$ cat src/rtl/strobe_dma_chan.sv
module strobe_dma_chan #(
  parameter int DEPTH     = 8,
  parameter int BLK_WORDS = 256
) (
  input  logic        clk,
  input  logic        rst_n,
  input  logic        sel_n,
  input  logic        data_n,
  input  logic [7:0]  cpu_wdata,
  output logic [7:0]  cpu_rdata,
  output logic        hreq,
  output logic        hwe,
  output logic [23:1] haddr,
  output logic [15:0] hwdata,
  input  logic [15:0] hrdata,
  input  logic        hack,
  input  logic        disk_push,
  input  logic [15:0] disk_wdata,
  input  logic        disk_pop,
  output logic [15:0] disk_rdata,
  output logic        irq_n,
  input  logic        irq_ack
);
  localparam int PW  = (DEPTH > 1) ? $clog2(DEPTH) : 1;
  localparam int CW  = $clog2(DEPTH + 1);
  localparam int BCW = $clog2(BLK_WORDS + 1);
  localparam logic [BCW-1:0] LAST = BCW'(BLK_WORDS - 1);
  localparam logic [CW-1:0]  FULL = CW'(DEPTH);

  localparam logic [7:0] C_IRQ  = 8'hBF;
  localparam logic [7:0] C_ONE  = 8'hDF;
  localparam logic [7:0] C_CLR1 = 8'h7F;
  localparam logic [7:0] C_CLR2 = 8'hFF;
  localparam logic [7:0] C_HI   = 8'hFB;
  localparam logic [7:0] C_MID  = 8'hFD;
  localparam logic [7:0] C_GO   = 8'hDE;
  localparam logic [7:0] C_STAT = 8'hEF;

  logic           sel_q, data_q;
  logic [7:0]     code, rd_q;
  logic           armed, active, single, dir_wr, ovf, udf;
  logic [22:0]    waddr;
  logic [BCW-1:0] blk_cnt;
  logic [15:0]    mem [DEPTH];
  logic [PW-1:0]  wp, rp;
  logic [CW-1:0]  cnt;

  wire sel_fall  = sel_q & ~sel_n;
  wire data_fall = data_q & ~data_n;
  wire clr       = sel_fall && cpu_wdata == C_CLR2 && armed;
  wire cmd_ok    = data_fall && !active;
  wire empty     = cnt == '0;
  wire full      = cnt == FULL;
  wire issue     = active && !hreq && (dir_wr ? !empty : !full);
  wire done      = hreq && hack;

  wire dma_pop   = issue && dir_wr;
  wire dma_push  = done && !dir_wr;
  wire dsk_push  = disk_push && !dma_push && !full;
  wire dsk_pop   = disk_pop && !dma_pop && !empty;
  wire do_push   = (dma_push && !full) || dsk_push;
  wire do_pop    = dma_pop || dsk_pop;
  wire ovf_set   = (disk_push && (full || dma_push)) || (dma_push && full);
  wire udf_set   = disk_pop && (empty || dma_pop);
  wire [15:0] push_data = dma_push ? hrdata : disk_wdata;

  wire [7:0] stat = {!active, empty, !hreq, ovf, udf, dir_wr, single, !irq_n};

  assign haddr      = waddr;
  assign hwe        = dir_wr;
  assign disk_rdata = mem[rp];
  assign cpu_rdata  = (!data_n && code == C_STAT) ? rd_q : 8'h00;

  function automatic logic [PW-1:0] nxt(input logic [PW-1:0] p);
    return (p == PW'(DEPTH - 1)) ? '0 : p + PW'(1);
  endfunction

  always_ff @(posedge clk) begin
    if (!rst_n) begin
      sel_q <= 1'b1; data_q <= 1'b1; code <= 8'h00; rd_q <= 8'h00;
      armed <= 1'b0; irq_n <= 1'b1; active <= 1'b0; hreq <= 1'b0;
      single <= 1'b0; dir_wr <= 1'b0; waddr <= '0; blk_cnt <= '0;
      hwdata <= '0;
    end else begin
      sel_q  <= sel_n;
      data_q <= data_n;
      if (sel_fall) begin
        code  <= cpu_wdata;
        armed <= cpu_wdata == C_CLR1;
      end
      if (data_fall && code == C_STAT) rd_q <= stat;
      if (irq_ack) irq_n <= 1'b1;
      if (data_fall && code == C_IRQ) irq_n <= 1'b0;
      if (clr) begin
        active <= 1'b0; hreq <= 1'b0; single <= 1'b0; blk_cnt <= '0;
      end else begin
        if (cmd_ok) begin
          case (code)
            C_HI:  {dir_wr, waddr[22:16]} <= {~cpu_wdata[7], cpu_wdata[6:0]};
            C_MID: waddr[15:8] <= cpu_wdata;
            C_ONE: single <= 1'b1;
            C_GO: begin
              waddr[7:0] <= cpu_wdata;
              active     <= 1'b1;
              blk_cnt    <= '0;
            end
            default: ;
          endcase
        end
        if (issue) begin
          hreq <= 1'b1;
          if (dir_wr) hwdata <= mem[rp];
        end
        if (done) begin
          hreq <= 1'b0;
          if (single) begin
            single <= 1'b0;
            active <= 1'b0;
          end else begin
            waddr   <= waddr + 23'd1;
            blk_cnt <= blk_cnt + BCW'(1);
            if (blk_cnt == LAST) active <= 1'b0;
          end
        end
      end
    end
  end

  always_ff @(posedge clk) begin
    if (do_push) mem[wp] <= push_data;
  end

  always_ff @(posedge clk) begin
    if (!rst_n || clr) begin
      wp <= '0; rp <= '0; cnt <= '0; ovf <= 1'b0; udf <= 1'b0;
    end else begin
      if (do_push) wp <= nxt(wp);
      if (do_pop)  rp <= nxt(rp);
      cnt <= cnt + CW'(do_push) - CW'(do_pop);
      if (ovf_set) ovf <= 1'b1;
      if (udf_set) udf <= 1'b1;
    end
  end


  hreq_hold_chk: assert property (@(posedge clk) disable iff (!rst_n)
    (hreq && !hack && !clr) |=> (hreq && $stable(haddr) && $stable(hwe)));

  req_active_chk: assert property (@(posedge clk) disable iff (!rst_n)
    hreq |-> active);

  single_once_chk: assert property (@(posedge clk) disable iff (!rst_n)
    (done && single && !clr) |=> (!active && !single));

  fifo_bound_chk: assert property (@(posedge clk) disable iff (!rst_n)
    cnt <= FULL);

  ovf_sticky_chk: assert property (@(posedge clk) disable iff (!rst_n)
    (ovf && !clr) |=> ovf);

  udf_sticky_chk: assert property (@(posedge clk) disable iff (!rst_n)
    (udf && !clr) |=> udf);

  clr_chk: assert property (@(posedge clk) disable iff (!rst_n)
    clr |=> (cnt == '0 && !ovf && !udf && !hreq && !active));

  irq_hold_chk: assert property (@(posedge clk) disable iff (!rst_n)
    (!irq_n && !irq_ack) |=> !irq_n);
endmodule

$ cat config.mk
export PLATFORM = sky130hd
export DESIGN_NAME = strobe_dma_chan
export DESIGN_NICKNAME = d
export VERILOG_FILES = /design/src/rtl/strobe_dma_chan.sv
export SDC_FILE = /design/constraint.sdc
export NUM_CORES = 1
export LEC_CHECK = 0
export ABC_AREA = 1
export BUFFER_PORTS_ARGS = -buffer_cell sky130_fd_sc_hd__buf_2
export CAP_MARGIN = 10
export CORE_MARGIN = 2
export CORE_UTILIZATION = 45
export DETAILED_ROUTE_END_ITERATION = 10
export HOLD_SLACK_MARGIN = 0.08
export SLEW_MARGIN = 0
export SYNTH_ARGS = -nofsm -noshare
export SYNTH_HDL_FRONTEND = slang
export SYNTH_SLANG_ARGS = --single-unit
$ cat constraint.sdc
create_clock -name clk -period 5.8 [get_ports clk]
set_input_delay 1.16 -clock clk [delete_from_list [all_inputs] [get_ports clk]]
set_output_delay 1.16 -clock clk [all_outputs]
set_load 0.005 [all_outputs]
==> results of run 1 <==
==> through the flow <==
stage / area [um^2] / cells / power, uW / hold WS [ns]
final: 11400 / 1540 / 4130 / 0.459
after global routing: 11400 / 1540 / 4350 / 0.482
after CTS: 11400 / 1540 / 4160 / 0.465
after floorplan: 9810 / 1140 / 2330 / 0.437
after global placement: 10600 / 1497 / 2590 / 0.450
after detailed placement: 10600 / 1497 / 2610 / 0.455
==> layout make-up <==
class / instances / area share, %
clock buffer: 30 / 5.83
clock inverter: 13 / 1.34
inverter: 93 / 3.09
multi-input combinational: 784 / 31.9
sequential: 215 / 49.0
tap: 280 / 3.07
timing repair buffer: 125 / 5.75
==> cell families (layout without fill, tap and decap cells) <==
logic type,Yosys count,count (layout)
DFF,215,215
AOI/OAI and AO/OA,219,219
adders and majority gates,13,13
xor gates and xnor gates,3,3
buffers and inverters,141,261
and+or+nand+nor,549,549
==> cell usage in the layout, fill, tap and decap left out, drive strengths merged <==
| master | count |
|---|---|
| xnor2 | 2 |
| ha | 12 |
| nor3 | 10 |
| inv | 92 |
| o21a | 1 |
| o2111ai | 1 |
| o211ai | 3 |
| nand3b | 1 |
| a22oi | 1 |
| dfxtp | 87 |
| o21ai | 138 |
| nand4 | 11 |
| bufinv | 3 |
| buf | 125 |
| a21oi | 43 |
| nor2 | 178 |
| a31oi | 1 |
| clkbuf | 30 |
| nand2 | 268 |
| or2 | 4 |
| clkinv | 11 |
| edfxtp | 128 |
| fa | 1 |
| nand3 | 77 |
| xor2 | 1 |
| o22ai | 30 |
| o211a | 1 |
==> where the power goes <==
part / leakage [uW] / internal, uW / switching [uW]
clock: 0.000406 / 947 / 616
sequential: 0.00187 / 1710 / 45.2
combinational: 0.00235 / 271 / 537
total: 0.00462 / 2930 / 1200
==> routing by layer <==
| metal | share of wire [%] | global-route usage (%) | wire (um) |
|---|---|---|---|
| met5 | 0 | 0 | 0 |
| met2 | 45 | 35.4 | 11600 |
| met1 | 47 | 33.2 | 12300 |
| met3 | 6.5 | 3.05 | 1690 |
| met4 | 1.6 | 5.46 | 405 |
==> worst min path at each step <==
stage	to	cells after the start	slack, ns
after global routing	rd_q[5]	2	0.48
after global placement	ovf	2	0.45
after detailed placement	rd_q[0]	2	0.46
final	rd_q[4]	2	0.46
after floorplan	udf	2	0.44
after CTS	rd_q[0]	2	0.46
==> worst max-delay path: stages, from the launching register on <==
cell,delay (ns)
dfxtp_2,0.31
buf_4,0.52
inv_2,0.57
o21ai_0,0.29
o21ai_0,0.13
o21ai_0,0.24
inv_1,0.07
buf_2,0.13
==> sequential cells by signal (all words and copies together), names as in the netlist, named ones only <==
name,count
code,8
udf,1
wp,3
hwe,1
irq_n,1
data_q,1
armed,1
blk_cnt,9
ovf,1
hwdata,16
active,1
rp,3
single,1
rd_q,8
hreq,1
haddr,23
cnt,4
sel_q,1
mem,128
==> impl_metrics.csv, run 1 <==
group,metric,value,unit
outcome,status,"completed",
clock_tree,postCtsSetupBuffers,0,
route,wl_per_cell,16.9,um
synthesis,netlist_top_cells_count,"nand2_1, nor2_1, edfxtp_1",
synthesis,avgSynthCellArea,8.61,um^2
route,first_pass_iters,5,
timing,skew,0.0162,ns
power_and_ir_drop,ir_drop,0.186,mV
worst_hold_path,hold_start,"ovf",
timing,fmax,0.251,GHz
grt,grt_pass1_wl,40.0,mm
clock_tree,htree_levels,1,
synthesis,synth_top_family_by_area,"simple AND/OR/NAND/NOR gates",
worst_setup_path,reg2reg_depth,10,
power_and_ir_drop,p_leak,0.00462,uW
grt,grt_pass1_vias,7297,
finish,final_util,52.7,%
clock_tree,clkTransAtPathRegs,0.06,ns
clock_tree,clk_latency,0.52,ns
worst_setup_path,endpoint,"disk_rdata[15]",
route,via_count,8121,
finish,ff_latch_area,5590,um^2
worst_setup_path,worst-setup-path-type,"flip-flop to output port",
worst_setup_path,start_kind,"flip-flop",
synthesis,synthSimpleGateAreaFrac,23.2,%
worst_setup_path,critPathRequiredTime,4.64,ns
synthesis,ys_types,39,
finish,area_delta_synth_final,16.1,%
timing,final_max_slew_viol_count,0,
timing,finalSetupViolCount,0,
timing,rsz0062_at_grt,"no",
timing,tightestPinTransition,1.11,ns
job,maxCapViolCount,0,
placed_design,pre_cts_ws,2.35,ns
timing,fin_crit_sh,68.7,%
die,die_y,152,um
die,pin_count,114,
synthesis,synthMuxAreaShare,0,%
synthesis,synth_top_cell_by_area,"edfxtp_1",
die,die-area,23000,um^2
power_and_ir_drop,power_density,363,nW/um^2
synthesis,synth.most_common_cell,"nand2_1",
synthesis,synth-async-reset-ratio,0,%
timing,worst_slack,1.81,ns
grt,grt_max_degree,66,
placed_design,hpwl,16.5,mm
grt,grt_usage,22.6,%
worst_setup_path,r2r_end,"cnt[2]",
synthesis,synth_xor_area_share,0.268,%
worst_hold_path,hold_class,"flip-flop to flip-flop",
synthesis,synth_compound_area_share,11.9,%
timing,final-hold-violation-count,0,
clock_tree,cts_buffers,24,
route,ant_nets,0,
synthesis,synth_fa_ha_area_share,1.73,%
timing,slew_headroom,25.6,%
die,start_util,45.4,%
route,drt_iter0_markers,732,
placed_design,port-buffer-count,113,
timing,finalSetupTns,0,ns
finish,n_fill_cell,2063,
grt,antenna_found_initial,0,
die,die_x,152,um
finish,nNetsFinal,1304,
clock_tree,cts_tree,"done",
clock_tree,numClockSinks,215,
finish,antenna_cells,0,
synthesis,ys_warn_count,0,
worst_setup_path,r2r_start,"hwe",
route,viasPerCell,5.27,
synthesis,synth_edf_count,128,
synthesis,ys.flop_type,"edfxtp_1",
synthesis,synth-seq-cells,215,
die,core_region_area,21600,um^2
grt,overflow,0,
clock_tree,cts_hold_buf,0,
route,post-route-drc-count,0,
finish,layout-drive-gt1-share,15.2,%
worst_setup_path,cp_max_fo,65,
die,rows,54,
synthesis,synth_cells,1140,
synthesis,synth_top_area_share,39.2,%
synthesis,ys_seq_area_share,56.9,%
synthesis,synth_fp_nets,1201,
worst_setup_path,crit_path_end_kind,"output port",
clock_tree,cts_buffer_depth,3,
route,routed_wl,26.0,mm
synthesis,synth_area_leaders,"edfxtp_1, dfxtp_1, nand2_1",
clock_tree,root_buffer,"clkbuf_16",
clock_tree,post_cts_resized,0,
worst_setup_path,ff2ff_setup_slack,3.37,ns
finish,multi_input_area,3630,um^2
placed_design,gp_congestion,0.859,
worst_setup_path,arrival,2.83,ns
timing,finalCriticalPeriod,3.99,ns
synthesis,synth.cell_area,9810,um^2
Power figures use the tool's default switching activity.
==> inputs of run 2 (changes only) <==
Clock period 5.8 ns to 3.7 ns, I/O delays scaled along.
==> run 2 against run 1 <==
Worst hold slack got worse by 0.046 ns. Sequential cell count is the same. Wire length fell by 1.3%. Worst setup slack got worse by 1.1 ns. Utilization decreased by 0.13 points. First-iteration DRC count is 13% lower. Non-clock buffer count is 6 higher. Critical path type unchanged. Highest routed layer unchanged.
==> impl_metrics.csv, run 2 (synthesized netlist as in run 1, its figures left out) <==
group,metric,value,unit
outcome,status,"completed",
power_and_ir_drop,ir_drop,0.418,mV
finish,mostFrequentLayoutCells,"nand2_1, nor2_1, edfxtp_1",
worst_setup_path,cp_top_family,"buffers and inverters",
clock_tree,cts_buffers,23,
clock_tree,cts_buffer_depth,3,
die,die_y,152,um
timing,finalCriticalPeriod,3.01,ns
finish,largest_reg_flops,128,
clock_tree,post_cts_resized,0,
worst_setup_path,reg2reg_depth,12,
timing,tightestPinTransition,0.803,ns
grt,grt_usage,22.1,%
power_and_ir_drop,total_power,6380,uW
grt,grt_pass1_vias,7105,
clock_tree,clk_latency,0.52,ns
timing,fmax,0.332,GHz
worst_setup_path,r2r_end,"cnt[2]",
die,pin_count,114,
timing,finalSetupTns,0,ns
route,drt_iter0_markers,634,
die,start_util,45.4,%
worst_setup_path,cp_max_fo,37,
finish,nNetsFinal,1309,
grt,antenna_found_initial,0,
worst_hold_path,hold_class,"primary input to flip-flop",
worst_setup_path,critical_path.slowest_cell,"inv_2",
grt,grt_pass1_wl,39.2,mm
worst_setup_path,critPathMostFrequentCell,"nand2_1",
route,first_pass_iters,5,
placed_design,port-buffer-count,113,
timing,rsz0062_at_grt,"no",
power_and_ir_drop,p_leak,0.00461,uW
clock_tree,cts_hold_buf,0,
timing,finalSetupViolCount,0,
worst_setup_path,cp_cell_sequence,"inv_2 > buf_4 > nor2_1 > o22ai_1 > nand2_1 > nand2_1 > buf_2",
finish,area_delta_synth_final,15.8,%
finish,final_common_cell,"nand2_1",
power_and_ir_drop,power_density,561,nW/um^2
placed_design,place_area,10600,um^2
timing,slew_headroom,46.4,%
grt,overflow,0,
timing,final_max_slew_viol_count,0,
timing,fin_crit_sh,81.5,%
clock_tree,numClockSinks,215,
grt,grt_max_degree,65,
worst_setup_path,slowest_delay,0.43,ns
finish,layout-drive-gt1-share,15.1,%
placed_design,gp_congestion,0.845,
worst_setup_path,worst-setup-path-type,"flip-flop to output port",
route,post-route-drc-count,0,
die,core_region_area,21600,um^2
route,wl_per_cell,16.6,um
worst_setup_path,critPathRequiredTime,2.96,ns
job,maxCapViolCount,0,
clock_tree,htree_levels,1,
die,die_x,152,um
clock_tree,cts_tree,"done",
worst_setup_path,critPathBufInv,3,
finish,design_area,11400,um^2
die,rows,54,
clock_tree,postCtsSetupBuffers,0,
finish,top_register,"mem",
route,viasPerCell,5.24,
worst_setup_path,endpoint,"disk_rdata[12]",
timing,final-hold-violation-count,0,
worst_setup_path,crit_path_end_kind,"output port",
route,ant_nets,0,
worst_setup_path,start_kind,"flip-flop",
timing,skew,0.0166,ns
worst_setup_path,ff2ff_setup_slack,1.31,ns
route,routed_wl,25.7,mm
clock_tree,clkTransAtPathRegs,0.06,ns
route,via_count,8090,
clock_tree,root_buffer,"clkbuf_16",
finish,antenna_cells,0,
placed_design,hpwl,16.4,mm
die,die-area,23000,um^2
worst_setup_path,path_depth,7,
worst_setup_path,arrival,2.27,ns
worst_setup_path,r2r_start,"cnt[2]",
## run 2: cell count changes in the layout (fill, tap and decap cells not counted), moves of 2 or more
cell	delta
buf_4	+6
clkbuf_16	-2
clkbuf_1	+5
clkinv_2	-3
## run 2: metrics by stage
| step | worst slack (ns) | util (%) | hold slack (ns) | std cells |
|---|---|---|---|---|
| floorplan | 1.14 | - | 0.437 | 1140 |
| detailed placement | 0.964 | 49.1 | 0.458 | 1503 |
| global route | 0.479 | 52.6 | 0.425 | 1545 |
| finish | 0.686 | 52.6 | 0.413 | 1545 |
| global placement | 1.02 | 49.1 | 0.455 | 1503 |
| CTS | 0.641 | 52.6 | 0.400 | 1545 |
## run 2: worst register-to-register path: stages (launching register included)
cell,delay [ns]
dfxtp_1,0.33
inv_1,0.07
ha_1,0.20
nand3_1,0.13
nand4_1,0.22
nand2_1,0.29
nand2_1,0.14
nand2_1,0.10
ha_1,0.16
inv_1,0.05
fa_1,0.38
xor2_1,0.16
nor2_1,0.06
## run 2: layout make-up
class / instances / area, um^2
multi-input combinational: 784 / 3630
clock buffer: 32 / 619
timing repair buffer: 131 / 701
clock inverter: 10 / 125
sequential: 215 / 5590
tap: 280 / 350
inverter: 93 / 352
fill: 2049 / 10300
## run 2: how the worst min path moves through the flow
stage                  from       to  slack, ns  cells past startpoint
finish                sel_n    sel_q       0.41                      3
detailed placement  rd_q[3]  rd_q[3]       0.46                      2
floorplan               udf      udf       0.44                      2
global placement    rd_q[3]  rd_q[3]       0.45                      2
CTS                   sel_n    sel_q       0.40                      3
global route          sel_n    sel_q       0.43                      3
## run 2: routing by layer
layer	vias to the layer above	wire length (um)	global-route usage, %
li1	4045	-	-
met1	3751	12300	33.3
met2	251	11200	33.9
met3	43	1610	2.93
met4	0	627	5.74
met5	-	0	0
## run 2: report_power, final
part	total [uW]	switching, uW	leakage, uW	internal [uW]
logic	1340	901	0.00238	442
registers	2740	52.2	0.00187	2690
clock network	2300	919	0.000363	1380
==> inputs of run 3 (changes only) <==
Clock period 3.7 ns to 2.98 ns, I/O delays scaled along.
==> run 3 against run 2 <==
Critical path type unchanged. Clock power is 27% higher. Highest routed layer unchanged. Worst setup slack worse by 0.25 ns. Critical path depth is 1 lower. Combinational power is 30% higher. Clock skew is 0.0036 ns lower. Clock-buffer cell count is 2 lower. Worst hold slack worse by 0.14 ns.
==> impl_metrics.csv, run 3 (synthesized netlist as in run 1, its figures left out) <==
group,metric,value,unit
timing,slew_headroom,61.7,%
grt,overflow,0,
clock_tree,cts_hold_buf,0,
route,first_pass_iters,5,
clock_tree,root_buffer,"clkbuf_16",
route,ant_nets,0,
timing,final-hold-violation-count,0,
worst_setup_path,crit_path_end_kind,"output port",
finish,nNetsFinal,1316,
route,wl_per_cell,16.5,um
grt,grt_pass1_wl,40.0,mm
worst_setup_path,arrival,1.95,ns
clock_tree,cts_buffer_depth,3,
grt,antenna_found_initial,0,
timing,finalSetupViolCount,0,
clock_tree,postCtsSetupBuffers,0,
finish,layout-drive-gt1-share,15.6,%
timing,tightestPinTransition,0.574,ns
grt,grt_max_degree,65,
clock_tree,numClockSinks,215,
route,via_count,8137,
placed_design,port-buffer-count,113,
timing,rsz0062_at_grt,"no",
finish,mostFrequentLayoutCells,"nand2_1, nor2_1, edfxtp_1",
die,die_x,152,um
worst_setup_path,start_kind,"flip-flop",
clock_tree,post_cts_resized,0,
die,start_util,45.4,%
power_and_ir_drop,ir_drop,0.313,mV
clock_tree,clkTransAtPathRegs,0.06,ns
die,die-area,23000,um^2
die,die_y,152,um
timing,finalSetupTns,0,ns
die,core_region_area,21600,um^2
power_and_ir_drop,p_leak,0.00466,uW
die,pin_count,114,
worst_setup_path,critPathRequiredTime,2.38,ns
timing,skew,0.0130,ns
worst_hold_path,hold_class,"primary input to flip-flop",
grt,grt_pass1_vias,7405,
worst_setup_path,worst-setup-path-type,"flip-flop to output port",
finish,design_area,11500,um^2
timing,final_max_slew_viol_count,0,
power_and_ir_drop,total_power,8050,uW
route,post-route-drc-count,0,
timing,finalCriticalPeriod,2.54,ns
placed_design,place_area,10700,um^2
clock_tree,htree_levels,1,
finish,largest_reg_flops,128,
clock_tree,cts_tree,"done",
placed_design,gp_congestion,0.843,
finish,area_delta_synth_final,16.9,%
outcome,status,"completed",
worst_setup_path,cp_max_fo,31,
die,rows,54,
route,viasPerCell,5.24,
placed_design,hpwl,16.8,mm
clock_tree,clk_latency,0.51,ns
timing,fin_crit_sh,85.3,%
timing,whs,0.276,ns
timing,fmax,0.393,GHz
route,drt_iter0_markers,677,
finish,final_common_cell,"nand2_1",
power_and_ir_drop,power_density,702,nW/um^2
job,maxCapViolCount,0,
finish,top_register,"mem",
clock_tree,cts_buffers,23,
route,routed_wl,25.6,mm
finish,n_fill_cell,2051,
grt,grt_usage,22.4,%
run 3: changes by cell type in the layout (fill, tap and decap cells not counted), sizes merged:
cell      change
clkinvlp      +2
clkinv        -1
diode         +1
clkbuf        -2
buf           +7
bufinv        +1
run 3: power by group:
part           internal [uW]  total, uW  switching, uW
Clock                   1770       2910           1130
Combinational            585       1740           1160
Sequential              3340       3400           65.7
run 3: worst paths after layout:
path	from	slack, ns	to	cells past startpoint
min	sel_n	0.28	sel_q	3
min reg2reg	rd_q[0]	0.46	rd_q[0]	2
max reg2reg	cnt[2]	0.70	cnt[2]	12
max	flip-flop	0.44	disk_rdata[3]	6
run 3: stage by stage:
step	utilization [%]	setup WS [ns]	instances
after floorplan	-	0.561	1140
after global placement	49.5	0.513	1510
after detailed placement	49.5	0.486	1510
after CTS	53.0	0.420	1552
after global routing	53.0	0.291	1552
final	53.0	0.438	1553
run 3: metal layers:
layer / routed length (um) / track usage (%) / part of all wire (%) / up-vias
li1: - / - / - / 4071
met1: 11900 / 33.2 / 47 / 3780
met2: 11400 / 34.9 / 45 / 251
met3: 1710 / 2.93 / 6.7 / 35
met4: 515 / 5.79 / 2.0 / 0
met5: 0 / 0 / 0 / -
run 3: area by class of cell:
class / instances / area [um^2] / share of cell area [%]
antenna: 1 / 2.50 / 0.0218
clock buffer: 30 / 602 / 5.25
clock inverter: 12 / 165 / 1.44
inverter: 93 / 352 / 3.07
multi-input combinational: 784 / 3630 / 31.7
sequential: 215 / 5590 / 48.7
tap: 280 / 350 / 3.05
timing repair buffer: 138 / 778 / 6.79
run 3: critical path: stages, from the launching register on:
cell	delay, ns
dfxtp_1	0.33
buf_4	0.37
o21ai_0	0.16
o22ai_1	0.17
nand2_1	0.08
nand2_1	0.18
buf_2	0.15
